[config.mk]
export PLATFORM = sky130hd
export DESIGN_NAME = pkt_client_csr
export DESIGN_NICKNAME = d
export VERILOG_FILES = /design/src/rtl/pkt_client_csr.sv
export SDC_FILE = /design/constraint.sdc
export NUM_CORES = 1
export LEC_CHECK = 0
export BUFFER_PORTS_ARGS = -buffer_cell sky130_fd_sc_hd__buf_2
export CORE_MARGIN = 4
export CORE_UTILIZATION = 46
export DETAILED_ROUTE_END_ITERATION = 16
export PLACE_DENSITY = 0.76
export SLEW_MARGIN = 40
export SYNTH_ARGS = -nofsm -noshare
export SYNTH_HDL_FRONTEND = slang
export SYNTH_SLANG_ARGS = --single-unit
[constraint.sdc]
create_clock -name clk -period 1.8 [get_ports clk]
set_input_delay 0.18 -clock clk [delete_from_list [all_inputs] [get_ports clk]]
set_output_delay 0.18 -clock clk [all_outputs]
set_load 0.03 [all_outputs]
[src/rtl/pkt_client_csr.sv]
module pkt_client_csr #(
  parameter int ADDR_W    = 16,
  parameter bit F_FAMILY  = 1'b1,
  parameter bit F_100G    = 1'b0,
  parameter bit F_REF644  = 1'b0,
  parameter bit F_KR4     = 1'b0,
  parameter bit F_CAUI4   = 1'b0,
  parameter bit F_PTP     = 1'b0,
  parameter bit F_PAUSE   = 1'b0,
  parameter bit F_LFAULT  = 1'b0
) (
  input  logic              clk,
  input  logic              rst,
  input  logic [ADDR_W-1:0] addr,
  input  logic              wr_en,
  input  logic [31:0]       wr_data,
  input  logic              rd_en,
  output logic [31:0]       rd_data,
  input  logic [7:0]        temp_f,
  input  logic              fifo_unf,
  input  logic              fifo_ovf,
  output logic              gen_off,
  output logic              lpbk_mode,
  output logic              lpbk_rst
);
  localparam logic [ADDR_W-1:0] A_SCR  = ADDR_W'('h1000);
  localparam logic [ADDR_W-1:0] A_ID   = ADDR_W'('h1001);
  localparam logic [ADDR_W-1:0] A_FEAT = ADDR_W'('h1002);
  localparam logic [ADDR_W-1:0] A_TEMP = ADDR_W'('h1006);
  localparam logic [ADDR_W-1:0] A_CTL  = ADDR_W'('h1010);
  localparam logic [ADDR_W-1:0] A_ERR  = ADDR_W'('h1015);
  localparam logic [ADDR_W-1:0] A_LRST = ADDR_W'('h1016);
  localparam logic [31:0] ID_WORD = 32'h434C_4E54;
  localparam logic [3:0]  CTL_RST = 4'b0101;
  localparam logic [9:0]  FEAT_VEC = {1'b1, 1'b0, F_LFAULT, F_PAUSE, F_PTP,
                                      F_CAUI4, F_KR4, F_REF644, F_100G, F_FAMILY};

  logic [31:0] scratch;
  logic [3:0]  ctl;
  logic [1:0]  err_flags;
  logic        clr_pend;
  logic        lrst_q;
  logic [31:0] rd_mux;

  wire wr_scr  = wr_en && addr == A_SCR;
  wire wr_ctl  = wr_en && addr == A_CTL;
  wire wr_lrst = wr_en && addr == A_LRST;
  wire clr_now = wr_en && addr == A_ERR && wr_data[2];

  always_ff @(posedge clk) begin
    if (rst) begin
      scratch <= '0;
      ctl     <= CTL_RST;
      lrst_q  <= 1'b0;
    end else begin
      if (wr_scr)  scratch <= wr_data;
      if (wr_ctl)  ctl     <= wr_data[3:0];
      if (wr_lrst) lrst_q  <= wr_data[0];
    end
  end

  always_ff @(posedge clk) begin
    if (rst) begin
      err_flags <= '0;
      clr_pend  <= 1'b0;
    end else begin
      clr_pend     <= clr_now;
      err_flags[0] <= fifo_unf | (err_flags[0] & ~clr_now);
      err_flags[1] <= fifo_ovf | (err_flags[1] & ~clr_now);
    end
  end

  always_comb begin
    rd_mux = '0;
    case (addr)
      A_SCR:   rd_mux = scratch;
      A_ID:    rd_mux = ID_WORD;
      A_FEAT:  rd_mux[9:0] = FEAT_VEC;
      A_TEMP:  rd_mux[7:0] = temp_f;
      A_CTL:   rd_mux[3:0] = ctl;
      A_ERR:   rd_mux[2:0] = {clr_pend, err_flags};
      A_LRST:  rd_mux[0]   = lrst_q;
      default: rd_mux = '0;
    endcase
  end

  always_ff @(posedge clk) begin
    if (rst) rd_data <= '0;
    else     rd_data <= rd_en ? rd_mux : '0;
  end

  assign gen_off   = ctl[1];
  assign lpbk_mode = ctl[3];
  assign lpbk_rst  = lrst_q;
endmodule


==> key figures, run 1 <==
Run status
  – Run status: complete, no violations

STA
  – Clock Skew: approximately 0.0074 ns
  – Tmin final: 1.60 ns
  – Rel. slew slack: 0.719
  – Final worst-path cycle share: 0.888
  – RSZ-0062 raised after global routing: false
  – Hold_ws: 0.0646 ns
  – Fmax: 0.626 GHz
  – Hold violation total from the final report: 0
  – Setup violators final: 0
  – Slew Limit Fails: 0
  – Slew @ Worst Pin: 0.421 ns

Drt
  – DR vias: 3,073
  – Iter 0 DRT Violations: 136
  – Post-route DRC: 0
  – Routed WL: 8590 µm
  – 1st-pass router iterations: 5
  – DRT antenna net count: 0
  – Per-cell routed wire length: 16.6 µm
  – DR vias/cell: between 5 and 6

Place
  – Gpl congestion: 0.929
  – Placed Cells: roughly 500
  – Hpwl dp: about 6000 µm
  – Port Buffers: 96

Setup path
  – WP data required: slightly above 2 ns
  – CP Class: flip-flop to flip-flop
  – Nature of the critical path startpoint: flip-flop
  – Worst setup EP type: flip-flop
  – Arrival time worst endpoint: 1.87 ns
  – Crit-path max FO: 2

Synthesis
  – Post-synth ARST share: 0
  – Post-synth top area share: 0.473
  – Largest family of logic cells by synthesized area: simple AND/OR/NAND/NOR gates
  – Area contributors post-synth: dfxtp_1, o31ai_1, nand4_1, a21oi_1, nand3_1
  – Synth unique cells: 43
  – Register area share after synthesis: 0.473
  – Syn Nets: 391
  – Post-Synth Adder-Cell Area: 0
  – Post-synth EDFFs: 0
  – Synth warn: 0
  – XOR/XNOR share of the synthesized area: 0
  – Syn avg cell area: 9.27 µm²
  – Yosys reg bits: 72
  – Top_reg_cell synth: dfxtp_1
  – Top cell type by total area after synthesis: dfxtp_1
  – Multiplexer area fraction after synthesis: 0.0107
  – Top-count cell post-synth: dfxtp_1
  – Post-Synthesis Cells: 329
  – Post-Synthesis Cell Area: 3050 µm²
  – Compound-Gate Fraction of Synth Area: 0.222
  – Simple-Gate Fraction of Synth Area: 0.231
  – Post-synth top cells: dfxtp_1, a21oi_1, nand4_1, o31ai_1, nand3_1

Cells and area
  – Synth-to-Final Area Change: 30.8%
  – Area occupied by multi-input gates: 1430 µm²
  – Filler cells: 569
  – Area occupied by registers: 1440 µm²
  – Nets@finish: 498
  – ANT cells: 0
  – Share of layout cells above drive strength 1: 0.358
  – Count of non-filler cells in the finished layout: about 520

CTS
  – Worst skew pair latency: between 0.3 and 0.4 ns
  – Post_cts resized: 0
  – Hold buffer count at CTS: 0
  – CTS root buf: clkbuf_8
  – Worst-path clk slew: 0.08 ns
  – CTS tree: yes
  – CTS max path bufs: 2
  – Total CTS buffers: 9
  – Htree depth: 3
  – Clock sinks: 72
  – Setup bufs post-CTS: 0

Power
  – Leak: between 1.5 and 2 nW
  – Cell Pwr Density: 816 nW/µm²
  – Peak supply drop: 566 µV
  – Power Total: about 3.3 mW

Global route
  – Initial antenna violation count: 0
  – GR Util met3: 0.0516
  – Largest net degree at the start of global routing: 41
  – Met1 usage: 0.271
  – Aggregate global-route resource usage: 0.216
  – Vias in the first global route: 2,808
  – Met2 usage: 0.359
  – GR peak layer: met2
  – Overflow after GRT: 0
  – First-pass GRT wire length: ~13,000 µm

Floorplanning
  – Die Area: 8000 µm²
  – I/O pin count: 97
  – Starting density of the core: 0.477
  – Core box area: about 6400 µm²
  – Rows: 29
  – Die Y: 89.4 µm
  – Chip width: just under 90 µm

Hold path
  – Worst hold path type: input pin to flip-flop

Flow run
  – Maxcap violations: 0
cell type report:
class | count | share of cell area
Sequential cell | 72 | 0.361
Multi-Input combinational cell | 219 | 0.359
Timing Repair Buffer | 128 | 0.193
Clock buffer | 9 | 0.0311
Clock inverter | 7 | 0.0257
Tap cell | 77 | 0.0242
Inverter | 6 | 0.00565
routing by layer:
layer / routed length [µm] / up-vias / part of all wire
met1: 3550 / 1455 / 0.41
li1: - / 1471 / -
met4: 167 / 0 / 0.019
met3: 672 / 12 / 0.078
met2: 4210 / 135 / 0.49
met5: 0 / - / 0
critical path: stages, from the launching register on:
cell	delay [ns]
dfxtp_1	0.35
or3b_2	0.46
a2111oi_2	0.31
buf_4	0.17
a22oi_1	0.07
o22ai_1	0.16
sequential cells by signal (all words and copies together) (netlist names):
name	count
scratch	32
err_flags	2
ctl	4
rd_data	32
clr_pend	1
lpbk_rst	1
placed cells by master (no fill, tap or decap), types with 3 or more instances in the layout:
cell type / netlist / routed
buf_2: 6 / 96
dfxtp_1: 72 / 72
a21oi_1: 41 / 41
nand4_1: 35 / 35
o31ai_1: 32 / 32
buf_4: 1 / 28
nand3_1: 21 / 21
and2_1: 16 / 16
o21a_1: 9 / 9
clkbuf_8: 0 / 9
inv_1: 6 / 6
nor3_1: 7 / 6
nor2_1: 7 / 6
o21ai_0: 5 / 5
a211o_1: 4 / 4
a31oi_1: 4 / 4
buf_12: 0 / 4
or4_1: 3 / 3
or3_1: 3 / 3
nand2_1: 3 / 3
stage by stage:
stage | setup TNS [ns] | worst slack [ns] | cell area (µm²) | util
after floorplan | 0 | 0.0106 | 3050 | -
after global placement | -0.126 | -0.0560 | 3750 | 0.588
after detailed placement | -1.67 | -0.111 | 3750 | 0.588
after CTS | 0 | 0.107 | 3980 | 0.623
after global routing | 0 | 0.0210 | 3990 | 0.624
final | 0 | 0.202 | 3990 | 0.624
final timing paths:
check,startpoint,endpoint,slack [ns],cells after the start
max,scratch[1]$_SDFFE_PP0P_,rd_data[1]$_SDFF_PP0_,0.20,5
min reg2reg,scratch[13]$_SDFFE_PP0P_,rd_data[13]$_SDFF_PP0_,0.47,1
max reg2reg,scratch[1]$_SDFFE_PP0P_,rd_data[1]$_SDFF_PP0_,0.20,5
min,fifo_unf,err_flags[0]$_SDFF_PP0_,0.06,3
where the power goes:
group / internal, mW / switching, mW / total [mW] / leakage [nW]
clock: 0.799 / 0.641 / 1.44 / 0.116
combinational: 0.0912 / 0.128 / 0.219 / 0.876
sequential: 1.59 / 0.00207 / 1.60 / 0.580
total: 2.48 / 0.771 / 3.26 / 1.57
kinds of logic after synthesis:
group / after synthesis
AOI/OAI and AO/OA: 105
buffers and inverters: 38
muxes: 3
and+or+nand+nor: 111
DFF: 72
Note: power is estimated with default switching activity, not from simulation.
==> run 2: changes to the inputs <==
--- a/config.mk
+++ b/config.mk
@@ -6,10 +6,12 @@
 export NUM_CORES = 1
 export LEC_CHECK = 0
 export BUFFER_PORTS_ARGS = -buffer_cell sky130_fd_sc_hd__buf_2
+export CORE_ASPECT_RATIO = 0.5
 export CORE_MARGIN = 4
 export CORE_UTILIZATION = 46
 export DETAILED_ROUTE_END_ITERATION = 16
 export PLACE_DENSITY = 0.76
+export REMOVE_ABC_BUFFERS = 1
 export SLEW_MARGIN = 40
 export SYNTH_ARGS = -nofsm -noshare
 export SYNTH_HDL_FRONTEND = slang
==> key figures, run 2 (same netlist as run 1, synthesis figures left out) <==
Run status
  – Run status: complete, no violations (unchanged)

STA
  – Tmin final: 1.65 ns (was 1.60 ns)
  – Slew Limit Fails: 0 (unchanged)
  – RSZ-0062 raised after global routing: false (unchanged)
  – Hold_ws: 0.0814 ns (was 0.0646 ns)
  – Final worst-path cycle share: 0.919 (was 0.888)
  – Rel. slew slack: 0.711 (was 0.719)
  – Clock Skew: 0.00533 ns (was 0.00741 ns)
  – Fmax: 0.605 GHz (was 0.626 GHz)
  – Hold violation total from the final report: 0 (unchanged)
  – Slew @ Worst Pin: 0.434 ns (was 0.421 ns)
  – Setup violators final: 0 (unchanged)

Place
  – Gpl congestion: 0.923 (was 0.929)
  – Port Buffers: 96 (unchanged)
  – Hpwl dp: 6140 µm (was 6030 µm)
  – Placed Cells: 515 (was 502)
  – Placement Cell Area: 3750 µm² (about the same)

Setup path
  – Worst setup EP type: flip-flop (unchanged)
  – WP data required: 2.06 ns (was 2.07 ns)
  – Arrival time worst endpoint: 1.91 ns (was 1.87 ns)
  – CP Class: flip-flop to flip-flop (unchanged)
  – Worst setup path startpoint: scratch[1]$_SDFFE_PP0P_ (unchanged)
  – Reg-to-Reg Start: scratch[1]$_SDFFE_PP0P_ (unchanged)
  – Nature of the critical path startpoint: flip-flop (unchanged)
  – Crit-path max FO: 2 (unchanged)

Global route
  – Overflow after GRT: 0 (unchanged)
  – Largest net degree at the start of global routing: 41 (unchanged)
  – Initial antenna violation count: 0 (unchanged)
  – First-pass GRT wire length: 14,700 µm (was 13,200 µm)
  – Aggregate global-route resource usage: 0.232 (was 0.216)
  – Vias in the first global route: 2,987 (was 2,808)

Floorplanning
  – Die Y: 65.6 µm (was 89.4 µm)
  – Die Area: 8070 µm² (was 8000 µm²)
  – Rows: 20 (was 29)
  – Chip width: 123 µm (was 89.4 µm)
  – Starting density of the core: 0.487 (was 0.477)
  – Core box area: 6260 µm² (was 6390 µm²)
  – I/O pin count: 97 (unchanged)

Drt
  – Iter 0 DRT Violations: 350 (was 136)
  – DR vias: 3,150 (was 3,073)
  – Per-cell routed wire length: 17.0 µm (was 16.6 µm)
  – Top Layer Used: met4 (unchanged)
  – Routed WL: 8990 µm (was 8590 µm)
  – Post-route DRC: 0 (unchanged)
  – Met2 wire len: 4280 µm (was 4210 µm)
  – DR vias/cell: 5.94 (was 5.93)
  – Metal-1 WL: 3820 µm (was 3550 µm)
  – 1st-pass router iterations: 5 (unchanged)
  – DRT antenna net count: 0 (unchanged)
  – Met3 wire length: 738 µm (was 672 µm)

Hold path
  – Worst hold path type: input pin to flip-flop (unchanged)
  – Worst hold start: fifo_ovf (was fifo_unf)

Cells and area
  – Most frequent cells in the layout: buf_2, dfxtp_1, a21oi_1 (unchanged)
  – Share of layout cells above drive strength 1: 0.353 (was 0.358)
  – Most common cell after layout, fill and taps aside: buf_2 (unchanged)
  – Count of non-filler cells in the finished layout: 530 (was 518)
  – Largest regs: rd_data x32, scratch x32, ctl x4 (unchanged)
  – Final instance area: 4070 µm² (was 3990 µm²)
  – ANT cells: 0 (unchanged)
  – Filler cells: 528 (was 569)
  – Nets@finish: 500 (was 498)
  – Utilization after layout: 0.650 (was 0.624)
  – Synth-to-Final Area Change: 33.3% (was 30.8%)

Flow run
  – Maxcap violations: 0 (unchanged)

CTS
  – CTS max path bufs: 2 (unchanged)
  – CTS root buf: clkbuf_16 (was clkbuf_8)
  – Worst skew pair latency: 0.33 ns (was 0.35 ns)
  – Total CTS buffers: 9 (unchanged)
  – Hold buffer count at CTS: 0 (unchanged)
  – Worst-path clk slew: 0.05 ns (was 0.08 ns)
  – Clock sinks: 72 (unchanged)
  – Setup bufs post-CTS: 0 (unchanged)
  – Htree depth: 3 (unchanged)
  – CTS tree: yes (unchanged)

Power
  – Leak: 1.61 nW (was 1.57 nW)
  – Cell Pwr Density: 908 nW/µm² (was 816 nW/µm²)
  – Peak supply drop: 385 µV (was 566 µV)
-- run 2: changes by cell type in the layout (fill, tap and decap cells not counted), sizes merged --
cell      delta
buf          +2
inv          -2
clkbuf       +1
clkinv       -1
clkinvlp     +1
-- run 2: worst max-delay path, cell delays in order (launching register included) --
cell and delay [ns]:
dfxtp_1 0.33, or3b_2 0.44, a2111oi_1 0.38, buf_4 0.19, a22oi_1 0.08, o22ai_1 0.16
-- run 2: timing repair --
item	4_1_cts	5_1_grt
hold endpoints to repair	0	0
endpoints found under the setup margin	0	1
resized for setup	0	1
-- run 2: cell type report --
type,instances,area [µm²],share of cell area
clock buffers,10,229,0.0563
clock inverters,5,81.3,0.0200
inverters,6,22.5,0.00554
multi-input cells,219,1420,0.349
flip-flops and latches,72,1440,0.355
well taps,88,110,0.0271
repair buffers,130,761,0.187
-- run 2: per-layer routing --
| layer | vias to the layer above | track usage |
|---|---|---|
| met5 | - | 0 |
| met4 | 0 | 0.0690 |
| met3 | 16 | 0.0645 |
| met2 | 152 | 0.366 |
| met1 | 1501 | 0.309 |
| li1 | 1481 | - |
-- run 2: where the power goes --
group	internal (mW)	leakage (nW)	total, mW	switching [mW]
Clock	1.21	0.149	1.87	0.659
Combinational	0.0915	0.882	0.224	0.132
Sequential	1.60	0.580	1.60	0.00247
Total	2.90	1.61	3.69	0.794
-- run 2: metrics by stage --
stage	setup slack, ns	setup TNS [ns]	power [mW]
after floorplan	-0.739	-30.54	1.69
after global placement	-0.0479	-0.862	1.85
after detailed placement	-0.111	-3.05	1.85
after CTS	0.0940	0	3.71
after global routing	0.0257	0	3.80
final	0.146	0	3.69
-- run 2: path summary, 6_finish.rpt --
path	end	cells after the start	slack (ns)
setup / recovery	rd_data[1]$_SDFF_PP0_	5	0.15
hold / removal	err_flags[1]$_SDFF_PP0_	3	0.08
setup reg to reg	rd_data[1]$_SDFF_PP0_	5	0.15
hold reg to reg	rd_data[28]$_SDFF_PP0_	1	0.46
